<file path="config.mk">
export PLATFORM = sky130hd
export DESIGN_NAME = sdbcd_lsd_conv
export DESIGN_NICKNAME = d
export VERILOG_FILES = /design/src/rtl/sdbcd_pkg.sv /design/src/rtl/sdbcd_digit_conv.sv /design/src/rtl/sdbcd_borrow_reg.sv /design/src/rtl/sdbcd_out_stage.sv /design/src/rtl/sdbcd_lsd_conv.sv
export SDC_FILE = /design/constraint.sdc
export NUM_CORES = 1
export LEC_CHECK = 0
export ABC_CLOCK_PERIOD_IN_PS = 1500
export CAP_MARGIN = 20
export CORE_AREA = 2 2 39 41
export CTS_CLUSTER_DIAMETER = 120
export CTS_CLUSTER_SIZE = 30
export DETAILED_ROUTE_END_ITERATION = 10
export DIE_AREA = 0 0 41 43
export DONT_BUFFER_PORTS = 1
export HOLD_SLACK_MARGIN = 0.02
export SYNTH_ARGS = -nofsm -noshare
export SYNTH_HDL_FRONTEND = slang
export SYNTH_SLANG_ARGS = --single-unit
export TNS_END_PERCENT = 20
</file>
<file path="constraint.sdc">
create_clock -name clk -period 1.5 [get_ports clk]
set_input_delay 0.15 -clock clk [delete_from_list [all_inputs] [get_ports clk]]
set_output_delay 0.15 -clock clk [all_outputs]
set_load 0.01 [all_outputs]
</file>
<file path="src/rtl/sdbcd_pkg.sv">
// Shared types and constants for the signed-digit to BCD digit finisher.
// Assumes decimal digits with a four-bit BCD output.
package sdbcd_pkg;
    localparam int unsigned BCD_W = 4;
    localparam int          RADIX = 10;
    localparam int          MAX_MAG = 6;
    typedef logic [BCD_W-1:0] bcd_t;
endpackage

</file>
<file path="src/rtl/sdbcd_digit_conv.sv">
// Combinational conversion of one signed digit and a pending borrow into a BCD
// digit and an outgoing borrow. The digit is treated as a weight-one value: it
// subtracts the borrow, and a negative difference is wrapped by adding the radix,
// which raises the outgoing borrow.
// Assumes the digit lies in -MAX_MAG..+MAX_MAG, so one wrap is always enough.
module sdbcd_digit_conv
    import sdbcd_pkg::*;
#(
    parameter int DIGIT_W = 4
) (
    input  logic [DIGIT_W-1:0] digit,
    input  logic               borrow_in,
    output bcd_t               bcd,
    output logic               borrow_out
);
    localparam int SUM_W = DIGIT_W + 2;

    logic signed [SUM_W-1:0] diff_s;
    logic signed [SUM_W-1:0] wrapped_s;

    // Subtract the pending borrow, then wrap a negative difference into 0..9.
    always_comb begin
        diff_s     = $signed({{2{digit[DIGIT_W-1]}}, digit})
                   - $signed({{(SUM_W-1){1'b0}}, borrow_in});
        wrapped_s  = diff_s + $signed(SUM_W'(RADIX));
        borrow_out = diff_s[SUM_W-1];
        bcd        = borrow_out ? wrapped_s[BCD_W-1:0] : diff_s[BCD_W-1:0];
    end
endmodule

</file>
<file path="src/rtl/sdbcd_borrow_reg.sv">
// One-bit store for the borrow that is pending between successive product digits.
// It loads a new value on valid cycles and is cleared by a start pulse. A start
// pulse on a valid cycle masks the old value, so that digit sees no borrow.
// Assumes a synchronous active-low reset.
module sdbcd_borrow_reg (
    input  logic clk,
    input  logic rst_n,
    input  logic clr,
    input  logic load,
    input  logic borrow_nxt,
    output logic borrow_q,
    output logic borrow_eff
);
    // Borrow the current digit should use: the stored bit, unless a new product starts now.
    always_comb borrow_eff = borrow_q & ~clr;

    // Hold, load or clear the stored borrow.
    always_ff @(posedge clk) begin
        if (!rst_n)    borrow_q <= 1'b0;
        else if (load) borrow_q <= borrow_nxt;
        else if (clr)  borrow_q <= 1'b0;
    end
endmodule

</file>
<file path="src/rtl/sdbcd_out_stage.sv">
// Output register for the finished digit and its valid flag. The digit is
// loaded only on valid cycles and holds otherwise.
// Assumes a synchronous active-low reset.
module sdbcd_out_stage
    import sdbcd_pkg::*;
(
    input  logic clk,
    input  logic rst_n,
    input  logic vld_in,
    input  bcd_t bcd_in,
    output logic vld_out,
    output bcd_t bcd_out
);
    // Register the valid flag and capture the digit when it is valid.
    always_ff @(posedge clk) begin
        if (!rst_n) begin
            vld_out <= 1'b0;
            bcd_out <= '0;
        end else begin
            vld_out <= vld_in;
            if (vld_in) bcd_out <= bcd_in;
        end
    end
endmodule

</file>
<file path="src/rtl/sdbcd_lsd_conv.sv">
// Top level of the serial finisher. Each valid signed digit that leaves the
// accumulator is converted to BCD using the stored borrow. The result appears
// one clock later, and the borrow moves on to the next digit.
// Assumes legal digits in -6..+6 whenever in_vld is high.
module sdbcd_lsd_conv
    import sdbcd_pkg::*;
#(
    parameter int DIGIT_W = 4
) (
    input  logic               clk,
    input  logic               rst_n,
    input  logic               clr,
    input  logic               in_vld,
    input  logic [DIGIT_W-1:0] in_digit,
    output logic               out_vld,
    output logic [BCD_W-1:0]   out_bcd,
    output logic               borrow
);
    logic borrow_eff;
    logic borrow_nxt;
    bcd_t conv_bcd;

    sdbcd_borrow_reg u_borrow (
        .clk        (clk),
        .rst_n      (rst_n),
        .clr        (clr),
        .load       (in_vld),
        .borrow_nxt (borrow_nxt),
        .borrow_q   (borrow),
        .borrow_eff (borrow_eff)
    );

    sdbcd_digit_conv #(.DIGIT_W(DIGIT_W)) u_conv (
        .digit      (in_digit),
        .borrow_in  (borrow_eff),
        .bcd        (conv_bcd),
        .borrow_out (borrow_nxt)
    );

    sdbcd_out_stage u_out (
        .clk     (clk),
        .rst_n   (rst_n),
        .vld_in  (in_vld),
        .bcd_in  (conv_bcd),
        .vld_out (out_vld),
        .bcd_out (out_bcd)
    );

    // Legal input range, assumed by the single-wrap conversion.
    a_r3_digit_range: assert property (@(posedge clk) disable iff (!rst_n)
        in_vld |-> ($signed(in_digit) >= -MAX_MAG && $signed(in_digit) <= MAX_MAG));

    // Positive digit with no borrow passes straight through.
    a_r1_pass_through: assert property (@(posedge clk) disable iff (!rst_n)
        (in_vld && !clr && !borrow && $signed(in_digit) > 0)
        |=> (out_bcd == BCD_W'($past(in_digit)) && !borrow));

    // A 1 with a borrow pending gives 0 and settles the borrow.
    a_r2_one_absorbs: assert property (@(posedge clk) disable iff (!rst_n)
        (in_vld && !clr && borrow && $signed(in_digit) == 1)
        |=> (out_bcd == '0 && !borrow));

    // A negative digit always leaves a borrow behind.
    a_r4_neg_borrows: assert property (@(posedge clk) disable iff (!rst_n)
        (in_vld && $signed(in_digit) < 0) |=> borrow);

    // A clear pulse alone empties the borrow.
    a_r5_clear: assert property (@(posedge clk) disable iff (!rst_n)
        (clr && !in_vld) |=> !borrow);

    // Idle cycles keep the borrow and the digit.
    a_r6_idle_hold: assert property (@(posedge clk) disable iff (!rst_n)
        (!in_vld && !clr) |=> ($stable(borrow) && $stable(out_bcd)));

    // The valid flag is delayed by exactly one clock.
    a_r7_vld_delay: assert property (@(posedge clk) disable iff (!rst_n)
        1'b1 |=> (out_vld == $past(in_vld)));

    // The output is always a decimal digit.
    a_r9_bcd_legal: assert property (@(posedge clk) disable iff (!rst_n)
        out_vld |-> (out_bcd <= BCD_W'(9)));
endmodule

</file>
# Word-level counts from Yosys, hierarchy flattened

Index checks and enable logic that the tools add are counted.

Bits in registers: 6
Bits in latches: 0
Memory bits (writable): 0
Memory bits (read-only): 0
Logic and storage cells: 11
Memories kept: 0

Add/sub/neg operators: 2
$mul: 0
Div/mod/pow operators: 0
Order comparisons: 0
Equality and inequality tests: 0
Shift operators: 0
Mux-type cells: 3
Bitwise logic cells: 2
Reduce and logical (&&, ||, !) cells: 1

Operator list:

| operator                                    | number |
|---|---|
| 4-bit by 2-bit subtractor with 5-bit output | 1 |
| 4-bit adder (second input constant)         | 1 |
| 4-bit 2-to-1 mux                            | 1 |
| 1-bit 2-to-1 mux                            | 2 |
| 2-bit nonzero test                          | 1 |
| 1-bit bitwise AND                           | 1 |
| 1-bit NOT                                   | 1 |

# Depth between registers and ports, before layout

Word-level depth: 5
Mapped depth: 8
Gate-level depth less buffers: 8

# By module

From an unflattened synthesis, not the netlist that was laid out.

Cell total of the unflattened synthesis: 45
Area total of the unflattened synthesis: 420.4 um^2

Modules (own cells, without submodules):

| module           | instances | cells each | area each (um^2) | seq. area each (um^2) |
|---|---|---|---|---|
| sdbcd_out_stage  | 1         | 15         | 183.9            | 100.1 |
| sdbcd_digit_conv | 1         | 25         | 178.9            | 0.0 |
| sdbcd_borrow_reg | 1         | 5          | 57.6             | 20.0 |

# Worst setup path before layout

Ideal clock, no wire load.

Kind: register -> register
Start point: register u_borrow.borrow_q
End point: register u_out.bcd_out[3]
Setup time: 0.121 ns
Data arrival time: 1.468 ns
Required time: 1.379 ns
Slack: -0.089 ns
Stages on the path, launching flop included: 9
Buffers on the path: 0
Cell sequence: dfxtp_1 > nor2b_1 > ha_1 > ha_1 > xor2_1 > ha_1 > nor2_1 > a22oi_1 > a21oi_1

Cells in the longest elaborated chain, start to end: 4

Ends and longest elaborated chain:

| item                                            | RTL line               | RTL |
|---|---|---|
| from (decl)                                     | sdbcd_borrow_reg.sv:11 | `output logic borrow_q,` |
| from (signal assigned)                          | sdbcd_borrow_reg.sv:20 | `else if (load) borrow_q <= borrow_nxt;` |
| 1-bit bitwise AND (*)                           | sdbcd_borrow_reg.sv:15 | `always_comb borrow_eff = borrow_q & ~clr;` |
| 4-bit by 2-bit subtractor with 5-bit output (*) | sdbcd_digit_conv.sv:24 | `- $signed({{(SUM_W-1){1'b0}}, borrow_in});` |
| 4-bit adder                                     | sdbcd_digit_conv.sv:25 | `wrapped_s = diff_s + $signed(SUM_W'(RADIX));` |
| 4-bit 2-to-1 mux (*)                            | sdbcd_digit_conv.sv:27 | `bcd = borrow_out ? wrapped_s[BCD_W-1:0] : diff_s[BCD_W-1:0];` |
| to (signal assigned)                            | sdbcd_out_stage.sv:21  | `if (vld_in) bcd_out <= bcd_in;` |
| to (decl)                                       | sdbcd_out_stage.sv:12  | `output bcd_t bcd_out` |

Mark *: on every way between the ends. The rest lies on a longest branch, timed or not.
A chain may end at the register's enable or synchronous reset.

# Worst setup path after layout

Same ends and word-level chain as after synthesis.

==> metrics.md <==
| Metric | Value |
|---|---|
| Final nets | `59` |
| Status | `finished, violations left` |
| CP cell instances | `nor2b_4 -> ha_4 -> ha_4 -> buf_4 -> nor2b_2 -> xnor2_1 -> a22oi_1 -> a21oi_1` |
| DR iter-0 viols | `2` |
| Reg2Reg Setup Slack | `-0.03 ns` |
| Deepest level of the CTS H-tree | `1` |
| Worst min-delay path category | `in -> reg` |
| Largest net degree at the start of global routing | `9` |
| Die Footprint | `1760 µm²` |
| Sequential area share after synthesis | `0.352` |
| Synthesized area | `342 µm²` |
| Slew HR | `0.872` |
| Worst-path clk slew | `0.04 ns` |
| Pre-CTS setup slack | `-0.0310 ns` |
| Worst setup SP type | `flop` |
| Leakage Power | `0.212 nW` |
| Unrepaired setup endpoints after global routing | `true` |
| Setup violators final | `2` |
| IO Count | `14` |
| Vias in the first global route | `307` |
| GRT overflow | `0` |
| TritonCTS Buffers | `3` |
| Clock latency on the worst-skew pair | `0.24 ns` |
| Worst Reg-to-Reg Cells | `8` |
| Power Dens Cells | `792 nW/µm²` |
| Worst Hold Path Cells | `1` |
| Storage cell area | `121 µm²` |
| Initial antenna violation count | `0` |
| CTS tree | `done` |
| Fillcell total | `156` |
| Antenna diodes | `0` |
| Max VDD drop | `0.000352 V` |
| Die X | `41 µm` |
| Violated checks | `setup timing` |
| Slowest CP cell | `dfxtp_2` |
| Max Slew Vio Count | `0` |
| CTS root buffer | `clkbuf_4` |
| Synth cell types | `21` |
| Drt pass-1 iters | `4` |
| Setup slack after layout | `-0.0287 ns` |
| Final worst-path cycle share | `1.02` |
| Max capacitance violation total | `0` |
| Multi-input gate area | `254 µm²` |
| Share of layout cells above drive strength 1 | `0.413` |
| Post-synthesis cell count | `38` |
| Detail Route Antenna Nets | `0` |
| Most used cell, CP | `ha_4` |
| Peak Freq | `654 MHz` |
| Avg Inst Size Synth | `8.99 µm²` |
| Die Ht | `43 µm` |
| Max stage delay on crit path | `0.31 ns` |
| Worst-margin pin slew | `0.192 ns` |
| # rows | `14` |
| GRT Overall Usage | `0.0946` |
| Port bufs | `0` |
| Hold Slack | `0.0372 ns` |
| WP data arrival | `1.65 ns` |
| CP required | `1.62 ns` |
| Setup Crit Path Kind | `reg -> reg` |
| DR WL/cell | `10.7 µm` |
| Synthesis Warnings | `0` |
| Residual DRC count | `0` |
| First-pass GRT wire length | `1110 µm` |
| Worst Skew | `0.00484 ns` |
| Final GP Congestion | `0.632` |
| Post-Route Utilization | `0.347` |
| Total Routed Length | `665 µm` |
| Core area | `1380 µm²` |
| Period minus WS final | `1.53 ns` |
| CP Capture Type | `flop` |
| Vias per Instance | `4.40` |
| Synth Register Bits | `6` |
| Via count | `273` |
| Initial Util | `0.247` |
| Hpwl dp | `519 µm` |
| # clock sinks | `6` |
| Clock Path Buffers | `2` |
| Final-report hold violation count | `0` |
| Net Count, Synth | `49` |
| Critical Path Fanout Max | `3` |
| Area Overhead vs Synth | `40.7%` |
[cell usage in the layout, fill, tap and decap left out, types with 2 or more instances in the layout]
| master | count |
|---|---|
| buf_4 | 5 |
| dfxtp_1 | 5 |
| inv_1 | 3 |
| o21ai_0 | 3 |
| clkbuf_4 | 3 |
| a21oi_1 | 2 |
| nand2_1 | 2 |
| ha_4 | 2 |
[cell type report]
cell class	instances	share of cell area
clock buffers	3	0.0469
inverters	4	0.0312
multi-input cells	27	0.529
flip-flops and latches	6	0.253
well taps	16	0.0417
repair buffers	6	0.0990
[power breakdown]
part           switching, mW  internal [mW]
sequential            0.0102          0.171
combinational         0.0235         0.0343
clock                 0.0509         0.0900
[cell usage after synthesis]
| cell | instances | area share |
|---|---|---|
| ha_1 | 3 | 0.11 |
| buf_2 | 1 | 0.015 |
| dfxtp_1 | 6 | 0.35 |
| nor2_1 | 1 | 0.011 |
| nor2b_1 | 3 | 0.055 |
| a22oi_1 | 1 | 0.022 |
| xnor2_1 | 2 | 0.051 |
| inv_1 | 3 | 0.033 |
| and2_1 | 1 | 0.018 |
| o211a_1 | 1 | 0.029 |
| nor3b_2 | 1 | 0.037 |
| a31oi_1 | 1 | 0.018 |
| nand2_1 | 2 | 0.022 |
| xor2_1 | 2 | 0.051 |
| inv_2 | 1 | 0.011 |
| or3_1 | 1 | 0.018 |
| a21oi_1 | 2 | 0.029 |
| mux2i_1 | 1 | 0.029 |
| nand2b_1 | 1 | 0.018 |
| o21ai_0 | 3 | 0.044 |
| a21o_2 | 1 | 0.026 |
[per-stage QoR]
stage               TNS (ns)  std cells  total power [mW]  instance area (µm²)
floorplan                  0         38             0.225                  378
global placement     -0.0244         58             0.235                  430
detailed placement   -0.0310         58             0.237                  430
CTS                  -0.0386         62             0.391                  463
global route          -0.180         62             0.408                  480
finish               -0.0293         62             0.380                  480
[path summary, 6_finish.rpt]
path | from | to
max | u_borrow.borrow_q | u_out.bcd_out[3]
min | in_vld | u_out.vld_out
max reg2reg | u_borrow.borrow_q | u_out.bcd_out[3]
min reg2reg | u_out.bcd_out[0] | u_out.bcd_out[0]
[timing repair]
action / 4_1_cts / 5_1_grt
endpoints found under the setup margin: 1 / 2
gates resized for setup: 0 / 3
setup buffers: 0 / 0
hold buffers: 1 / 0
pin swaps: 3 / 3
endpoints found under the hold margin: 3 / 0
[state kept, by name, summed over array words and instances (netlist names)]
signal             cells
u_borrow.borrow_q      1
u_out.bcd_out          4
u_out.vld_out          1
[logic make-up after synthesis]
family | count (synthesis) | share of synthesized area
AOI/OAI and AO/OA | 9 | 0.169
xor gates and xnor gates | 4 | 0.103
adders and majority gates | 3 | 0.110
buffers and inverters | 5 | 0.0586
DFF | 6 | 0.352
muxes | 1 | 0.0293
and+or+nand+nor | 10 | 0.180
[routing by layer]
layer,vias to the layer above,track usage,routed length [µm]
met5,-,0,0
met4,0,0.0800,0
met3,0,0.0366,51
met2,8,0.138,350
met1,122,0.100,263
li1,143,-,-
[worst max-delay path: cells and delay by family, from the launching register on]
family	cells	cell delay (ns)
adders and majority gates	2	0.32
DFF	1	0.31
and+or+nand+nor	2	0.28
AOI/OAI and AO/OA	2	0.26
buffers and inverters	1	0.13
xor gates and xnor gates	1	0.11
(Power assumes the default switching activity.)
